## src/rtl/unlock_pkg.sv

```systemverilog
// Shared constants and types of the unlock sequence decoder.
// Assumes a byte-wide data bus; key codes are fixed bytes.
package unlock_pkg;
    localparam int CMP_W = 15;

    localparam logic [CMP_W-1:0] ADR_KEY1 = 15'h5555;
    localparam logic [CMP_W-1:0] ADR_KEY2 = 15'h2AAA;

    localparam logic [7:0] KEY1_DATA  = 8'hAA;
    localparam logic [7:0] KEY2_DATA  = 8'h55;
    localparam logic [7:0] OP_PAGE    = 8'hA0;
    localparam logic [7:0] OP_EXTEND  = 8'h80;
    localparam logic [7:0] OP_ID_IN   = 8'h90;
    localparam logic [7:0] OP_ID_OUT  = 8'hF0;
    localparam logic [7:0] OP_ERASE   = 8'h10;
    localparam logic [7:0] OP_UNPROT  = 8'h20;
    localparam logic [7:0] OP_ID_ALT  = 8'h60;

    typedef enum logic [2:0] {
        ST_IDLE,
        ST_KEY1,
        ST_KEY2,
        ST_EXT,
        ST_KEY4,
        ST_KEY5
    } seq_st_t;

    typedef enum logic [2:0] {
        CMD_NONE,
        CMD_PAGE,
        CMD_UNPROT,
        CMD_ERASE,
        CMD_ID_IN,
        CMD_ID_OUT
    } cmd_t;
endpackage

```

## src/rtl/unlock_seq_tracker.sv

```systemverilog
// Sequence tracker: follows the key prefix and the command byte(s).
// Reports a finished command and a plain write combinationally for the
// current step. Assumes step is high only for a write it may decode.
module unlock_seq_tracker
    import unlock_pkg::*;
#(
    parameter int ADDR_W = 17
) (
    input  logic              clk,
    input  logic              rst_n,
    input  logic              step,
    input  logic [ADDR_W-1:0] addr,
    input  logic [7:0]        data,
    output cmd_t              cmd,
    output logic              plain
);
    seq_st_t state, nxt;
    logic    at_key1, is_key1, is_key2, miss;

    // Decode the compared address bits and key pairs.
    always_comb begin
        at_key1 = (addr[CMP_W-1:0] == ADR_KEY1);
        is_key1 = at_key1 && (data == KEY1_DATA);
        is_key2 = (addr[CMP_W-1:0] == ADR_KEY2) && (data == KEY2_DATA);
    end

    // Next state, command and miss handling with re-evaluation.
    always_comb begin
        nxt   = state;
        cmd   = CMD_NONE;
        plain = 1'b0;
        miss  = 1'b0;
        if (step) begin
            case (state)
                ST_IDLE: if (is_key1) nxt = ST_KEY1; else miss = 1'b1;
                ST_KEY1: if (is_key2) nxt = ST_KEY2; else miss = 1'b1;
                ST_KEY2: begin
                    if (at_key1 && data == OP_PAGE) begin
                        cmd = CMD_PAGE;   nxt = ST_IDLE;
                    end else if (at_key1 && data == OP_EXTEND) begin
                        nxt = ST_EXT;
                    end else if (at_key1 && data == OP_ID_IN) begin
                        cmd = CMD_ID_IN;  nxt = ST_IDLE;
                    end else if (at_key1 && data == OP_ID_OUT) begin
                        cmd = CMD_ID_OUT; nxt = ST_IDLE;
                    end else begin
                        miss = 1'b1;
                    end
                end
                ST_EXT:  if (is_key1) nxt = ST_KEY4; else miss = 1'b1;
                ST_KEY4: if (is_key2) nxt = ST_KEY5; else miss = 1'b1;
                ST_KEY5: begin
                    if (at_key1 && data == OP_ERASE) begin
                        cmd = CMD_ERASE;  nxt = ST_IDLE;
                    end else if (at_key1 && data == OP_UNPROT) begin
                        cmd = CMD_UNPROT; nxt = ST_IDLE;
                    end else if (at_key1 && data == OP_ID_ALT) begin
                        cmd = CMD_ID_IN;  nxt = ST_IDLE;
                    end else begin
                        miss = 1'b1;
                    end
                end
                default: miss = 1'b1;
            endcase
            if (miss) begin
                if (is_key1) begin
                    nxt = ST_KEY1;
                end else begin
                    nxt   = ST_IDLE;
                    plain = 1'b1;
                end
            end
        end
    end

    // State register.
    always_ff @(posedge clk) begin
        if (!rst_n) state <= ST_IDLE;
        else        state <= nxt;
    end

    // the state only moves on a decoded write.
    a_r11_moves_on_step: assert property (@(posedge clk) disable iff (!rst_n)
        !$stable(state) |-> $past(step));

    // the last key state of the long form is entered only from the one before it.
    a_r4_key5_entry: assert property (@(posedge clk) disable iff (!rst_n)
        (state == ST_KEY5 && !$stable(state)) |-> $past(state) == ST_KEY4);

    // a plain write leaves the tracker idle.
    a_r10_miss_idle: assert property (@(posedge clk) disable iff (!rst_n)
        plain |=> state == ST_IDLE);
endmodule

```

## src/rtl/unlock_guard.sv

```systemverilog
// Protection guard: holds the write-protect flag, the page window and the
// lockout. It routes writes to the tracker or straight to the load port and
// registers command pulses. Assumes cmd/plain come from the same cycle's step.
module unlock_guard
    import unlock_pkg::*;
#(
    parameter int ADDR_W      = 17,
    parameter int WIN_GAP     = 512,
    parameter int LOCK_CYCLES = 1024
) (
    input  logic              clk,
    input  logic              rst_n,
    input  logic              wr_valid,
    input  logic [ADDR_W-1:0] addr,
    input  logic [7:0]        data,
    input  cmd_t              cmd,
    input  logic              plain,
    output logic              step,
    output logic              load_valid,
    output logic [ADDR_W-1:0] load_addr,
    output logic [7:0]        load_data,
    output logic              load_reject,
    output logic              lock_busy,
    output logic              prot_on,
    output logic              pulse_page_wr,
    output logic              pulse_unprotect,
    output logic              pulse_erase,
    output logic              pulse_id_enter,
    output logic              pulse_id_exit
);
    localparam int GAP_W  = (WIN_GAP > 1) ? $clog2(WIN_GAP) : 1;
    localparam int LOCK_W = $clog2(LOCK_CYCLES + 1);

    logic              win_open;
    logic [GAP_W-1:0]  gap_cnt;
    logic [LOCK_W-1:0] lock_cnt;
    logic              take, win_take, bad_plain;

    // Split accepted writes between the window and the tracker.
    always_comb begin
        lock_busy = (lock_cnt != '0);
        take      = wr_valid && !lock_busy;
        win_take  = take && win_open;
        step      = take && !win_open;
        bad_plain = plain && prot_on;
    end

    // Load port and reject pulse.
    always_ff @(posedge clk) begin
        if (!rst_n) begin
            load_valid  <= 1'b0;
            load_addr   <= '0;
            load_data   <= '0;
            load_reject <= 1'b0;
        end else begin
            load_valid  <= win_take || (plain && !prot_on);
            load_reject <= bad_plain;
            if (win_take || plain) begin
                load_addr <= addr;
                load_data <= data;
            end
        end
    end

    // Global protection flag.
    always_ff @(posedge clk) begin
        if (!rst_n)                 prot_on <= 1'b0;
        else if (cmd == CMD_PAGE)   prot_on <= 1'b1;
        else if (cmd == CMD_UNPROT) prot_on <= 1'b0;
    end

    // Page window with its write-free gap timer.
    always_ff @(posedge clk) begin
        if (!rst_n) begin
            win_open <= 1'b0;
            gap_cnt  <= '0;
        end else if (cmd == CMD_PAGE) begin
            win_open <= 1'b1;
            gap_cnt  <= '0;
        end else if (win_open) begin
            if (take) begin
                gap_cnt <= '0;
            end else if (gap_cnt == GAP_W'(WIN_GAP - 1)) begin
                win_open <= 1'b0;
                gap_cnt  <= '0;
            end else begin
                gap_cnt <= gap_cnt + 1'b1;
            end
        end
    end

    // Lockout counter after a refused write.
    always_ff @(posedge clk) begin
        if (!rst_n)         lock_cnt <= '0;
        else if (bad_plain) lock_cnt <= LOCK_W'(LOCK_CYCLES);
        else if (lock_busy) lock_cnt <= lock_cnt - 1'b1;
    end

    // One-cycle command pulses.
    always_ff @(posedge clk) begin
        if (!rst_n) begin
            pulse_page_wr   <= 1'b0;
            pulse_unprotect <= 1'b0;
            pulse_erase     <= 1'b0;
            pulse_id_enter  <= 1'b0;
            pulse_id_exit   <= 1'b0;
        end else begin
            pulse_page_wr   <= (cmd == CMD_PAGE);
            pulse_unprotect <= (cmd == CMD_UNPROT);
            pulse_erase     <= (cmd == CMD_ERASE);
            pulse_id_enter  <= (cmd == CMD_ID_IN);
            pulse_id_exit   <= (cmd == CMD_ID_OUT);
        end
    end

    // a write during lockout causes neither a load nor a reject.
    a_r8_lock_ignores: assert property (@(posedge clk) disable iff (!rst_n)
        (lock_busy && wr_valid) |=> (!load_valid && !load_reject));

    // a reject always starts the lockout.
    a_r8_reject_locks: assert property (@(posedge clk) disable iff (!rst_n)
        load_reject |-> lock_busy);

    // a load needs protection off or an open window.
    a_r7_load_allowed: assert property (@(posedge clk) disable iff (!rst_n)
        load_valid |-> ($past(win_open) || !$past(prot_on)));

    // protection is only raised by a page-write command.
    a_r3_protect_rise: assert property (@(posedge clk) disable iff (!rst_n)
        $rose(prot_on) |-> pulse_page_wr);

    // the window opens only with a page-write command.
    a_r9_window_rise: assert property (@(posedge clk) disable iff (!rst_n)
        $rose(win_open) |-> pulse_page_wr);

    // no two command pulses together.
    a_r12_one_pulse: assert property (@(posedge clk) disable iff (!rst_n)
        $onehot0({pulse_page_wr, pulse_unprotect, pulse_erase,
                  pulse_id_enter, pulse_id_exit}));
endmodule

```

## src/rtl/unlock_id_responder.sv

```systemverilog
// Identification responder: holds the identification-mode flag and answers
// reads at the two code addresses. Assumes cmd is valid for one cycle.
module unlock_id_responder
    import unlock_pkg::*;
#(
    parameter int         ADDR_W   = 17,
    parameter logic [7:0] MFR_CODE = 8'hBF,
    parameter logic [7:0] DEV_CODE = 8'h07
) (
    input  logic              clk,
    input  logic              rst_n,
    input  cmd_t              cmd,
    input  logic [ADDR_W-1:0] rd_addr,
    output logic              id_mode,
    output logic              id_hit,
    output logic [7:0]        id_data
);
    // Identification-mode flag.
    always_ff @(posedge clk) begin
        if (!rst_n)                 id_mode <= 1'b0;
        else if (cmd == CMD_ID_IN)  id_mode <= 1'b1;
        else if (cmd == CMD_ID_OUT) id_mode <= 1'b0;
    end

    // Code lookup for reads.
    always_comb begin
        id_hit  = id_mode && (rd_addr[CMP_W-1:1] == '0);
        id_data = rd_addr[0] ? DEV_CODE : MFR_CODE;
    end

    // entry follows an entry command.
    a_r5_enter_cause: assert property (@(posedge clk) disable iff (!rst_n)
        $rose(id_mode) |-> $past(cmd == CMD_ID_IN));

    // an exit command leaves the mode off.
    a_r5_exit_clears: assert property (@(posedge clk) disable iff (!rst_n)
        (cmd == CMD_ID_OUT) |=> !id_mode);
endmodule

```

## src/rtl/unlock_seq_decoder.sv

```systemverilog
// Top of the unlock sequence decoder: tracker, protection guard and
// identification responder. Assumes wr_valid is already synchronous and
// lasts one cycle per bus write.
module unlock_seq_decoder
    import unlock_pkg::*;
#(
    parameter int         ADDR_W      = 17,
    parameter int         WIN_GAP     = 512,
    parameter int         LOCK_CYCLES = 1024,
    parameter logic [7:0] MFR_CODE    = 8'hBF,
    parameter logic [7:0] DEV_CODE    = 8'h07
) (
    input  logic              clk,
    input  logic              rst_n,
    input  logic              wr_valid,
    input  logic [ADDR_W-1:0] wr_addr,
    input  logic [7:0]        wr_data,
    input  logic [ADDR_W-1:0] rd_addr,
    output logic              load_valid,
    output logic [ADDR_W-1:0] load_addr,
    output logic [7:0]        load_data,
    output logic              load_reject,
    output logic              lock_busy,
    output logic              prot_on,
    output logic              id_mode,
    output logic              id_hit,
    output logic [7:0]        id_data,
    output logic              pulse_page_wr,
    output logic              pulse_unprotect,
    output logic              pulse_erase,
    output logic              pulse_id_enter,
    output logic              pulse_id_exit
);
    cmd_t cmd;
    logic plain, step;

    unlock_seq_tracker #(.ADDR_W(ADDR_W)) u_track (
        .clk   (clk),
        .rst_n (rst_n),
        .step  (step),
        .addr  (wr_addr),
        .data  (wr_data),
        .cmd   (cmd),
        .plain (plain)
    );

    unlock_guard #(
        .ADDR_W      (ADDR_W),
        .WIN_GAP     (WIN_GAP),
        .LOCK_CYCLES (LOCK_CYCLES)
    ) u_guard (
        .clk             (clk),
        .rst_n           (rst_n),
        .wr_valid        (wr_valid),
        .addr            (wr_addr),
        .data            (wr_data),
        .cmd             (cmd),
        .plain           (plain),
        .step            (step),
        .load_valid      (load_valid),
        .load_addr       (load_addr),
        .load_data       (load_data),
        .load_reject     (load_reject),
        .lock_busy       (lock_busy),
        .prot_on         (prot_on),
        .pulse_page_wr   (pulse_page_wr),
        .pulse_unprotect (pulse_unprotect),
        .pulse_erase     (pulse_erase),
        .pulse_id_enter  (pulse_id_enter),
        .pulse_id_exit   (pulse_id_exit)
    );

    unlock_id_responder #(
        .ADDR_W   (ADDR_W),
        .MFR_CODE (MFR_CODE),
        .DEV_CODE (DEV_CODE)
    ) u_id (
        .clk     (clk),
        .rst_n   (rst_n),
        .cmd     (cmd),
        .rd_addr (rd_addr),
        .id_mode (id_mode),
        .id_hit  (id_hit),
        .id_data (id_data)
    );
endmodule

```

## config.mk

```make
export PLATFORM = sky130hd
export DESIGN_NAME = unlock_seq_decoder
export DESIGN_NICKNAME = d
export VERILOG_FILES = /design/src/rtl/unlock_pkg.sv /design/src/rtl/unlock_seq_tracker.sv /design/src/rtl/unlock_guard.sv /design/src/rtl/unlock_id_responder.sv /design/src/rtl/unlock_seq_decoder.sv
export SDC_FILE = /design/constraint.sdc
export NUM_CORES = 1
export LEC_CHECK = 0
export BUFFER_PORTS_ARGS = -buffer_cell sky130_fd_sc_hd__buf_2
export CAP_MARGIN = 20
export CORE_UTILIZATION = 40
export CTS_CLUSTER_DIAMETER = 60
export DETAILED_ROUTE_END_ITERATION = 8
export GPL_TIMING_DRIVEN = 0
export SKIP_CTS_REPAIR_TIMING = 1
export SLEW_MARGIN = 5
export SYNTH_ARGS = -nofsm -noshare
export SYNTH_HDL_FRONTEND = slang
export SYNTH_SLANG_ARGS = --single-unit
export TNS_END_PERCENT = 1
```

## constraint.sdc

```tcl
create_clock -name clk -period 3.6 [get_ports clk]
set_clock_uncertainty 0.2 [all_clocks]
set_input_delay 0.54 -clock clk [delete_from_list [all_inputs] [get_ports clk]]
set_output_delay 0.54 -clock clk [all_outputs]
set_load 0.005 [all_outputs]
```

==> out/summary.txt, run 1 <==
Yosys warning count: 0
HPWL after DPL: 5.91 mm
Total clock sinks: 58
CP required: 2.86 ns
Vias per cell: 5.16
# setup viols final: 0
Placed cell area: 3750 um2
Status: finished clean
Synth-to-Final Area Change: 22.1%
Die height: 91.5 um
Initial antenna violation count: 0
Skew-Pair Late Insertion Delay: 0.34 ns
Layout Nets: 519
Post-synthesis sequential area ratio: 0.362
Crit. End Element: output pin
CTS root buf: clkbuf_8
Area leader, netlist: dfxtp_1
I/O Buffers: 82
Dpl ws: 0.634 ns
Worst-path clk slew: 0.07 ns
Final std cells w/o fill: 578
Starting density of the core: 0.415
Final Cell Area: 3920 um2
Max FO, Critical Path: 8
Fill cell count: 781
H-tree depth: 3
Crit path kind: flop to output pin
Post-route setup TNS: 0 ns
CTS tree: built
CTS Buf Count: 9
Die W: 91.5 um
Synth unique cells: 64
Pin count of the biggest net entering global routing: 11
WL/cell: 13.8 um
Top cells by count, synth: nand2_1 (72), dfxtp_1 (58), mux2i_1 (26)
Gr usage total: 0.196
Post-Route WL: 7.95 mm
Ports: 89
Max IR drop VDD: 0.163 mV
Pwr Density: 342 nW/um2
Area taken by multi-input logic gates: 1860 um2
Hold Path Class: input pin to flop
Core area: 7730 um2
# rows: 32
Post-Syn Area per Cell: 8.53 um2
Tightest Pin Transition: 0.689 ns
Share of flip-flops with an asynchronous set or reset: 0
RSZ-0062 raised after global routing: no
Power Total: 1.34 mW
Hold Fails Final Rpt: 0
Deepest clock path buffer count: 2
Final Max Slew Viols: 0
Worst setup SP type: flop
Total number of vias: 2,983
GPL Wtd Cong: 0.839
Primary FF master, synth: dfxtp_1
Final worst slack: 0.664 ns
Register area: 1160 um2
Maxcap violations: 0
Fin crit period: 2.94 ns
Worst hold slack: 0.249 ns
Drt first-iter violations: 134
Antenna diode count: 0
First-pass GRT wire length: 13.1 mm
Placed Cells: 562
Vias in the first global route: 2,779
#FFs+latches synth: 58
Slew HR: 0.536
Share of layout cells above drive strength 1: 0.261
Final period util: 0.816
Post-Syn Area: 3210 um2
Drt drc: 0
Fin util: 0.507
Drt pass-1 iters: 4
Die ar.: 8380 um2
Dominant cells by area after synthesis: dfxtp_1 (36%), nand2_1 (8.4%), mux2i_1 (8.1%)
Leakage: 1.74 nW
EDFF count, synth: 0
Most frequent cell after synthesis: nand2_1
Crit path DAT: 2.20 ns
Gate Count Post-Synth: 376
Maximum clock rate: 0.341 GHz
Total grt overflow: 0
Post-route antenna net violation count: 0
Synth top area share: 0.362
==> worst max-delay path: stages (launching register included) <==
cell,delay [ns]
dfxtp_1,0.34
inv_1,0.10
ha_1,0.27
nor2b_1,0.20
nand4_1,0.17
nor2_1,0.29
clkinv_1,0.29
buf_2,0.21
==> cell type report <==
cell class / instances / area share
flip-flops and latches: 58 / 0.297
clock buffers: 13 / 0.0380
well taps: 102 / 0.0326
inverters: 7 / 0.00671
repair buffers: 82 / 0.105
multi-input cells: 287 / 0.475
plain buffers: 26 / 0.0425
clock inverters: 3 / 0.00384
==> path summary, 6_finish.rpt <==
check | from | slack, ns | cells after the start | endpoint
setup / recovery | u_guard.lock_cnt[0] | 0.66 | 7 | lock_busy
hold reg to reg | u_guard.load_data[3] | 0.25 | 2 | u_guard.load_data[3]
hold / removal | wr_addr[16] | 0.25 | 3 | u_guard.load_addr[16]
setup reg to reg | u_guard.lock_cnt[2] | 0.91 | 8 | u_guard.load_addr[14]
==> report_power, final <==
| group | switching (mW) | internal, mW | total (mW) |
|---|---|---|---|
| Combinational | 0.0813 | 0.0698 | 0.151 |
| Sequential | 0.00800 | 0.660 | 0.668 |
| Clock | 0.256 | 0.266 | 0.521 |
| Total | 0.345 | 0.995 | 1.34 |
==> layer usage <==
layer	wire length, um	vias up	GRT usage	part of all wire
met5	0	-	0	0
met4	112	0	0.0675	0.014
met3	456	10	0.0343	0.057
met2	3600	87	0.306	0.45
met1	3790	1353	0.271	0.48
li1	-	1533	-	-
==> layout by cell type, fill, tap and decap left out, types with 3 or more instances in the layout <==
cell / synthesis / layout
nand3b_1: 4 / 4
and4b_1: 4 / 4
clkinv_2: 0 / 3
nor4_1: 7 / 7
o211ai_1: 5 / 5
xnor2_1: 6 / 6
a21oi_1: 8 / 8
o21ai_0: 6 / 6
nor2_1: 23 / 23
conb_1: 2 / 4
and2_1: 7 / 7
nor4bb_1: 3 / 3
nand2_1: 72 / 72
nor3b_1: 3 / 3
nor3_1: 9 / 9
mux2i_1: 26 / 26
clkbuf_1: 14 / 17
a31oi_1: 4 / 4
nand3_1: 14 / 14
nand2b_1: 3 / 3
nand4_1: 9 / 9
and3_1: 5 / 5
ha_1: 3 / 3
buf_4: 7 / 7
buf_2: 2 / 84
inv_1: 6 / 6
dfxtp_1: 58 / 58
xor2_1: 5 / 5
clkbuf_8: 0 / 10
nor2b_1: 11 / 11
==> cells by family (layout without fill, tap and decap cells) <==
logic type,after synthesis,count (layout),share of synthesized area
DFF,58,58,0.362
other,2,4,0.00234
muxes,26,26,0.0812
and+or+nand+nor,195,195,0.340
buffers and inverters,33,131,0.0601
AOI/OAI and AO/OA,48,48,0.112
xor gates and xnor gates,11,11,0.0301
adders and majority gates,3,3,0.0117
==> flip-flops by register name, indices dropped and copies added, names as in the netlist, 3 cells and up <==
signal and count:
u_guard.lock_cnt 11, u_track.state 3, u_guard.gap_cnt 9, u_guard.load_data 8, u_guard.load_addr 17
Power figures use the tool's default switching activity.
==> run 2, diff against run 1 <==
==> constraint.sdc (replaced) <==
create_clock -name clk -period 2.87 [get_ports clk]
set_clock_uncertainty 0.2 [all_clocks]
set_input_delay 0.4305 -clock clk [delete_from_list [all_inputs] [get_ports clk]]
set_output_delay 0.4305 -clock clk [all_outputs]
set_load 0.005 [all_outputs]
==> run 2 against run 1 <==
Wire length barely moved. First-iteration DRC count increased by 16%. Sequential share of layout area down 0.10 points. Combinational power is 26% higher. Die area did not move. Power rose by 26%. Critical path depth up 1. Register-to-register slack got worse by 0.74 ns. Clock power is 26% higher. Final cell count stayed put. Worst hold slack worse by 0.11 ns. Global-route usage unchanged. Largest cell class unchanged. Largest power group unchanged. Highest routed layer unchanged.
==> out/summary.txt, run 2 (same netlist as run 1, synthesis figures left out) <==
Status: finished clean (unchanged)
Setup slack, reg-to-reg: 0.17 ns (was 0.91 ns)
Crit. path cell count: 8 (was 7)
Max IR drop VDD: 0.193 mV (was 0.163 mV)
Hold Fails Final Rpt: 0 (unchanged)
WL/cell: 13.8 um (about the same)
R2R Path Start: u_guard.lock_cnt[2] (unchanged)
Die ar.: 8380 um2 (unchanged)
Hold Path Class: input pin to flop (unchanged)
CP cell instances: or4_4, nor4_4, nand2_1, a31oi_1, o41a_1, buf_6, buf_12, mux2i_1 (was inv_1, ha_1, nor2b_1, nand4_1, nor2_1, clkinv_1, buf_2)
Final period util: 0.939
HPWL after DPL: 5.91 mm (unchanged)
Die W: 91.5 um (unchanged)
CP top delay family: simple AND/OR/NAND/NOR gates (unchanged)
Final std cells w/o fill: 578 (unchanged)
Maximum clock rate: 0.371 GHz
Total number of vias: 2,977 (was 2,983)
Worst-path clk slew: 0.07 ns (about the same)
Most common cell after layout, fill and taps aside: buf_2 (unchanged)
Post-route setup TNS: 0 ns (unchanged)
CP required: 2.94 ns (was 2.86 ns)
Vias in the first global route: 2,779 (unchanged)
Gr usage total: 0.196 (unchanged)
CTS root buf: clkbuf_8 (unchanged)
Leakage: 1.76 nW (was 1.74 nW)
Maxcap violations: 0 (unchanged)
Final Max Slew Viols: 0 (unchanged)
Core area: 7730 um2 (unchanged)
RSZ-0062 raised after global routing: no (unchanged)
Final worst slack: 0.175 ns (was 0.664 ns)
Largest registers: u_guard.load_addr (17), u_guard.lock_cnt (11), u_guard.gap_cnt (9) (unchanged)
# rows: 32 (unchanged)
Crit. End Element: flop (was output pin)
Share of layout cells above drive strength 1: 0.265 (was 0.261)
Worst path bufs/invs: 2 (was 3)
Antenna diode count: 0 (unchanged)
Max reg flops: 17 (unchanged)
CTS tree: built (unchanged)
Placed cell area: 3750 um2 (unchanged)
Tightest Pin Transition: 0.571 ns (was 0.689 ns)
Fin crit period: 2.70 ns
I/O Buffers: 82 (unchanged)
Deepest clock path buffer count: 2 (unchanged)
Synth-to-Final Area Change: 22.6% (was 22.1%)
Total grt overflow: 0 (unchanged)
R2R cell count: 8 (unchanged)
Drt first-iter violations: 156 (was 134)
Pin count of the biggest net entering global routing: 11 (unchanged)
Post-Route WL: 7.96 mm (was 7.95 mm)
Reg2reg end: u_guard.load_addr[14] (unchanged)
Starting density of the core: 0.415 (unchanged)
CP peak stage delay: 0.59 ns (was 0.34 ns)
Drt pass-1 iters: 4 (unchanged)
Total clock sinks: 58 (unchanged)
CP max stage cell: or4_4 (was dfxtp_1)
Critical Path Start: u_guard.lock_cnt[2] (was u_guard.lock_cnt[0])
Layout Nets: 519 (unchanged)
Worst setup SP type: flop (unchanged)
Initial antenna violation count: 0 (unchanged)
# setup viols final: 0 (unchanged)
Slew HR: 0.616 (was 0.536)
Largest Register: u_guard.load_addr (unchanged)
GPL Wtd Cong: 0.839 (unchanged)
WHS Path Cells: 3 (unchanged)
Post-route antenna net violation count: 0 (unchanged)
Commonest non-fill, non-tap cells in the layout: buf_2 (84), nand2_1 (72), dfxtp_1 (58) (unchanged)
First-pass GRT wire length: 13.1 mm (unchanged)
Fill cell count: 777 (was 781)
CTS Buf Count: 9 (unchanged)
Power Total: 1.68 mW (was 1.34 mW)
Skew-Pair Late Insertion Delay: 0.34 ns (about the same)
Crit path kind: flop to flop (was flop to output pin)
Max FO, Critical Path: 10 (was 8)
Vias per cell: 5.15 (was 5.16)
Dpl ws: 0.0140 ns (was 0.634 ns)
Die height: 91.5 um (unchanged)
Final Cell Area: 3930 um2 (was 3920 um2)
Drt drc: 0 (unchanged)
Crit path DAT: 2.76 ns (was 2.20 ns)
Pwr Density: 428 nW/um2 (was 342 nW/um2)
Ports: 89 (unchanged)
H-tree depth: 3 (unchanged)
Crit path to: u_guard.load_addr[14] (was lock_busy)
Placed Cells: 562 (unchanged)
[run 2: changes by cell type in the layout (fill, tap and decap cells not counted)]
cell / change
nor2_2: +1
clkinv_1: -1
o41ai_4: +1
nor2_1: -1
o41ai_2: -1
inv_2: +1
[run 2: worst min-delay path by stage]
stage                                       end                  start  slack (ns)
after floorplan              u_guard.gap_cnt[8]     u_guard.gap_cnt[8]        0.24
after global placement    u_guard.load_addr[16]  u_guard.load_addr[16]        0.24
after detailed placement  u_guard.load_addr[16]  u_guard.load_addr[16]        0.24
after CTS                 u_guard.load_addr[16]            wr_addr[16]        0.13
after global routing      u_guard.load_addr[16]            wr_addr[16]        0.16
final                     u_guard.load_addr[16]            wr_addr[16]        0.14
[run 2: through the flow]
| step | util | hold WS, ns |
|---|---|---|
| 2_1_floorplan | - | 0.245 |
| 3_3_place_gp | 0.485 | 0.242 |
| 3_5_place_dp | 0.485 | 0.244 |
| 4_1_cts | 0.507 | 0.129 |
| 5_1_grt | 0.508 | 0.155 |
| 6_report | 0.508 | 0.139 |
[run 2: cell type report]
cell class | count | area (um2) | share of cell area
sequential | 58 | 1160 | 0.296
buffer | 26 | 166 | 0.0424
clock buffer | 13 | 149 | 0.0379
timing repair buffer | 82 | 410 | 0.104
multi-input combinational | 287 | 1870 | 0.477
clock inverter | 3 | 15.0 | 0.00382
tap | 102 | 128 | 0.0325
inverter | 7 | 26.3 | 0.00669
[run 2: worst min-delay path, cell delays in order]
cell and delay (ns):
buf_2 0.10, nand2_1 0.05, mux2i_1 0.06
[run 2: per-layer routing]
layer  part of all wire  global-route usage
met5                  0                   0
met4              0.010              0.0675
met3              0.059              0.0343
met1               0.48               0.271
met2               0.45               0.306
[run 2: report_power, final]
| group | leakage, nW | switching, mW | internal, mW |
|---|---|---|---|
| clock network | 0.0872 | 0.321 | 0.333 |
| logic | 1.20 | 0.102 | 0.0882 |
| registers | 0.472 | 0.0101 | 0.828 |
| total | 1.76 | 0.433 | 1.25 |
==> run 3, diff against run 2 <==
--- a/config.mk
+++ b/config.mk
@@ -11,6 +11,7 @@
 export CTS_CLUSTER_DIAMETER = 60
 export DETAILED_ROUTE_END_ITERATION = 8
 export GPL_TIMING_DRIVEN = 0
+export REMOVE_ABC_BUFFERS = 1
 export SKIP_CTS_REPAIR_TIMING = 1
 export SLEW_MARGIN = 5
 export SYNTH_ARGS = -nofsm -noshare
==> run 3 against run 2 <==
Non-clock buffer count shrank 25. Via count shrank 3.6%. Flip-flop and latch count is the same. First-iteration DRC count shrank 17%. Largest cell class unchanged.
==> out/summary.txt, run 3 (same netlist as run 1, synthesis figures left out) <==
Share of layout cells above drive strength 1: 0.257 (was 0.265)
CP max stage cell: or4_4 (unchanged)
CTS Buf Count: 9 (unchanged)
Worst setup SP type: flop (unchanged)
Fin util: 0.489 (was 0.508)
Antenna diode count: 0 (unchanged)
CP peak stage delay: 0.60 ns (was 0.59 ns)
CTS tree: built (unchanged)
Final period util: 0.913 (was 0.939)
Largest Register: u_guard.load_addr (unchanged)
Most common cell after layout, fill and taps aside: buf_2 (unchanged)
Commonest non-fill, non-tap cells in the layout: buf_2 (82), nand2_1 (72), dfxtp_1 (58) (was buf_2 (84), nand2_1 (72), dfxtp_1 (58))
Leakage: 1.68 nW (was 1.76 nW)
R2R Path Start: u_guard.lock_cnt[2] (unchanged)
WHS Path Cells: 3 (unchanged)
Pin count of the biggest net entering global routing: 56 (was 11)
Die ar.: 8380 um2 (unchanged)
First-pass GRT wire length: 12.5 mm (was 13.1 mm)
Max FO, Critical Path: 25 (was 10)
Hold Path Class: input pin to flop (unchanged)
Max reg flops: 17 (unchanged)
Drt pass-1 iters: 4 (unchanged)
Synth-to-Final Area Change: 18.0% (was 22.6%)
Total grt overflow: 0 (unchanged)
Final std cells w/o fill: 553 (was 578)
I/O Buffers: 82 (unchanged)
Post-Route WL: 7.23 mm (was 7.96 mm)
Slew HR: 0.539 (was 0.616)
GPL Wtd Cong: 0.826 (was 0.839)
HPWL after DPL: 5.28 mm (was 5.91 mm)
Tightest Pin Transition: 0.684 ns (was 0.571 ns)
Internal power: 1.24 mW (was 1.25 mW)
Worst-path clk slew: 0.07 ns (about the same)
Maximum clock rate: 0.382 GHz (was 0.371 GHz)
Vias per cell: 5.19 (was 5.15)
Layout Nets: 494 (was 519)
Total clock sinks: 58 (unchanged)
CTS root buf: clkbuf_8 (unchanged)
Die height: 91.5 um (unchanged)
Crit path DAT: 2.68 ns (was 2.76 ns)
Worst hold slack: 0.136 ns (was 0.139 ns)
Clock Power Share: 0.391 (was 0.389)
Starting density of the core: 0.415 (unchanged)
Drt first-iter violations: 130 (was 156)
Post-route antenna net violation count: 0 (unchanged)
Drt drc: 0 (unchanged)
Deepest clock path buffer count: 2 (unchanged)
Dpl ws: -0.259 ns (was 0.0140 ns)
Sw frac: 0.252 (was 0.258)
Hold Fails Final Rpt: 0 (unchanged)
Crit path to: u_guard.load_data[5] (was u_guard.load_addr[14])
# rows: 32 (unchanged)
Seq pwr share: 0.507 (was 0.498)
H-tree depth: 3 (unchanged)
Crit path kind: flop to flop (unchanged)
CP cell instances: or4_4, nor4_4, nand2_1, a31oi_1, o41a_4, mux2i_1 (was or4_4, nor4_4, nand2_1, a31oi_1, o41a_1, buf_6, buf_12, mux2i_1)
NetSw: 0.416 mW (was 0.433 mW)
# setup viols final: 0 (unchanged)
Gate power share: 0.102 (was 0.113)
Max IR drop VDD: 0.244 mV (was 0.193 mV)
Initial antenna violation count: 0 (unchanged)
Critical Path Start: u_guard.lock_cnt[2] (unchanged)
Core area: 7730 um2 (unchanged)
Gr usage total: 0.184 (was 0.196)
Status: finished clean (unchanged)
WL/cell: 13.1 um (was 13.8 um)
Fin crit period: 2.62 ns (was 2.70 ns)
Skew-Pair Late Insertion Delay: 0.33 ns (was 0.34 ns)
Placed Cells: 537 (was 562)
Total number of vias: 2,869 (was 2,977)
Final Max Slew Viols: 0 (unchanged)
Maxcap violations: 0 (unchanged)
Ports: 89 (unchanged)
Vias in the first global route: 2,677 (was 2,779)
Fill cell count: 808 (was 777)
RSZ-0062 raised after global routing: no (unchanged)
Pwr Density: 437 nW/um2 (was 428 nW/um2)
CP required: 2.93 ns (was 2.94 ns)
Largest registers: u_guard.load_addr (17), u_guard.lock_cnt (11), u_guard.gap_cnt (9) (unchanged)
Setup slack, reg-to-reg: 0.25 ns (was 0.17 ns)
Final worst slack: 0.250 ns (was 0.175 ns)
Die W: 91.5 um (unchanged)
R2R cell count: 6 (was 8)
Crit. End Element: flop (unchanged)
Reg2reg end: u_guard.load_data[5] (was u_guard.load_addr[14])
Power Total: 1.65 mW (was 1.68 mW)
[run 3: changes by cell type in the layout (fill, tap and decap cells not counted), sizes merged]
cell,change
clkbuf,-14
buf,-11
[run 3: worst max-delay path: cells and delay by family, from the launching register on]
family	cells	cell delay (ns)
AO/OA/AOI/OAI	2	0.72
flip-flops	1	0.36
multiplexers	1	0.23
AND/OR/NAND/NOR	3	1.01
[run 3: area by class of cell]
| type | instances | area, um2 | share of cell area |
|---|---|---|---|
| multi-input combinational | 287 | 1870 | 0.495 |
| sequential | 58 | 1160 | 0.307 |
| timing repair buffer | 83 | 430 | 0.114 |
| clock buffer | 13 | 149 | 0.0394 |
| tap | 102 | 128 | 0.0338 |
| inverter | 7 | 26.3 | 0.00695 |
| clock inverter | 3 | 15.0 | 0.00397 |
[run 3: worst min-delay path by stage]
stage,slack (ns),start,endpoint
finish,0.14,wr_addr[16],u_guard.load_addr[16]
global route,0.15,wr_addr[5],u_guard.load_addr[5]
CTS,0.12,wr_addr[16],u_guard.load_addr[16]
detailed placement,0.24,u_guard.load_addr[7],u_guard.load_addr[7]
global placement,0.24,u_guard.load_addr[5],u_guard.load_addr[5]
floorplan,0.24,u_guard.gap_cnt[8],u_guard.gap_cnt[8]
[run 3: per-stage QoR]
stage	instance area [um2]	setup TNS, ns
final	3780	0
after global routing	3780	0
after CTS	3770	-2.13
after detailed placement	3610	-6.21
after global placement	3580	-17.34
after floorplan	3050	-4.00
[run 3: power groups by stage]
stage               sequential (mW)  combinational, mW  clock (mW)
detailed placement            0.855              0.170           0
CTS                           0.838              0.170       0.667
finish                        0.838              0.168       0.646
global route                  0.840              0.188       0.711
floorplan                     0.858             0.0679           0
global placement              0.855              0.165           0
[run 3: per-layer routing]
layer	vias up	part of all wire	track usage
li1	1478	-	-
met1	1315	0.49	0.245
met5	-	0	0
met2	68	0.45	0.288
met3	8	0.048	0.0343
met4	0	0.015	0.0847
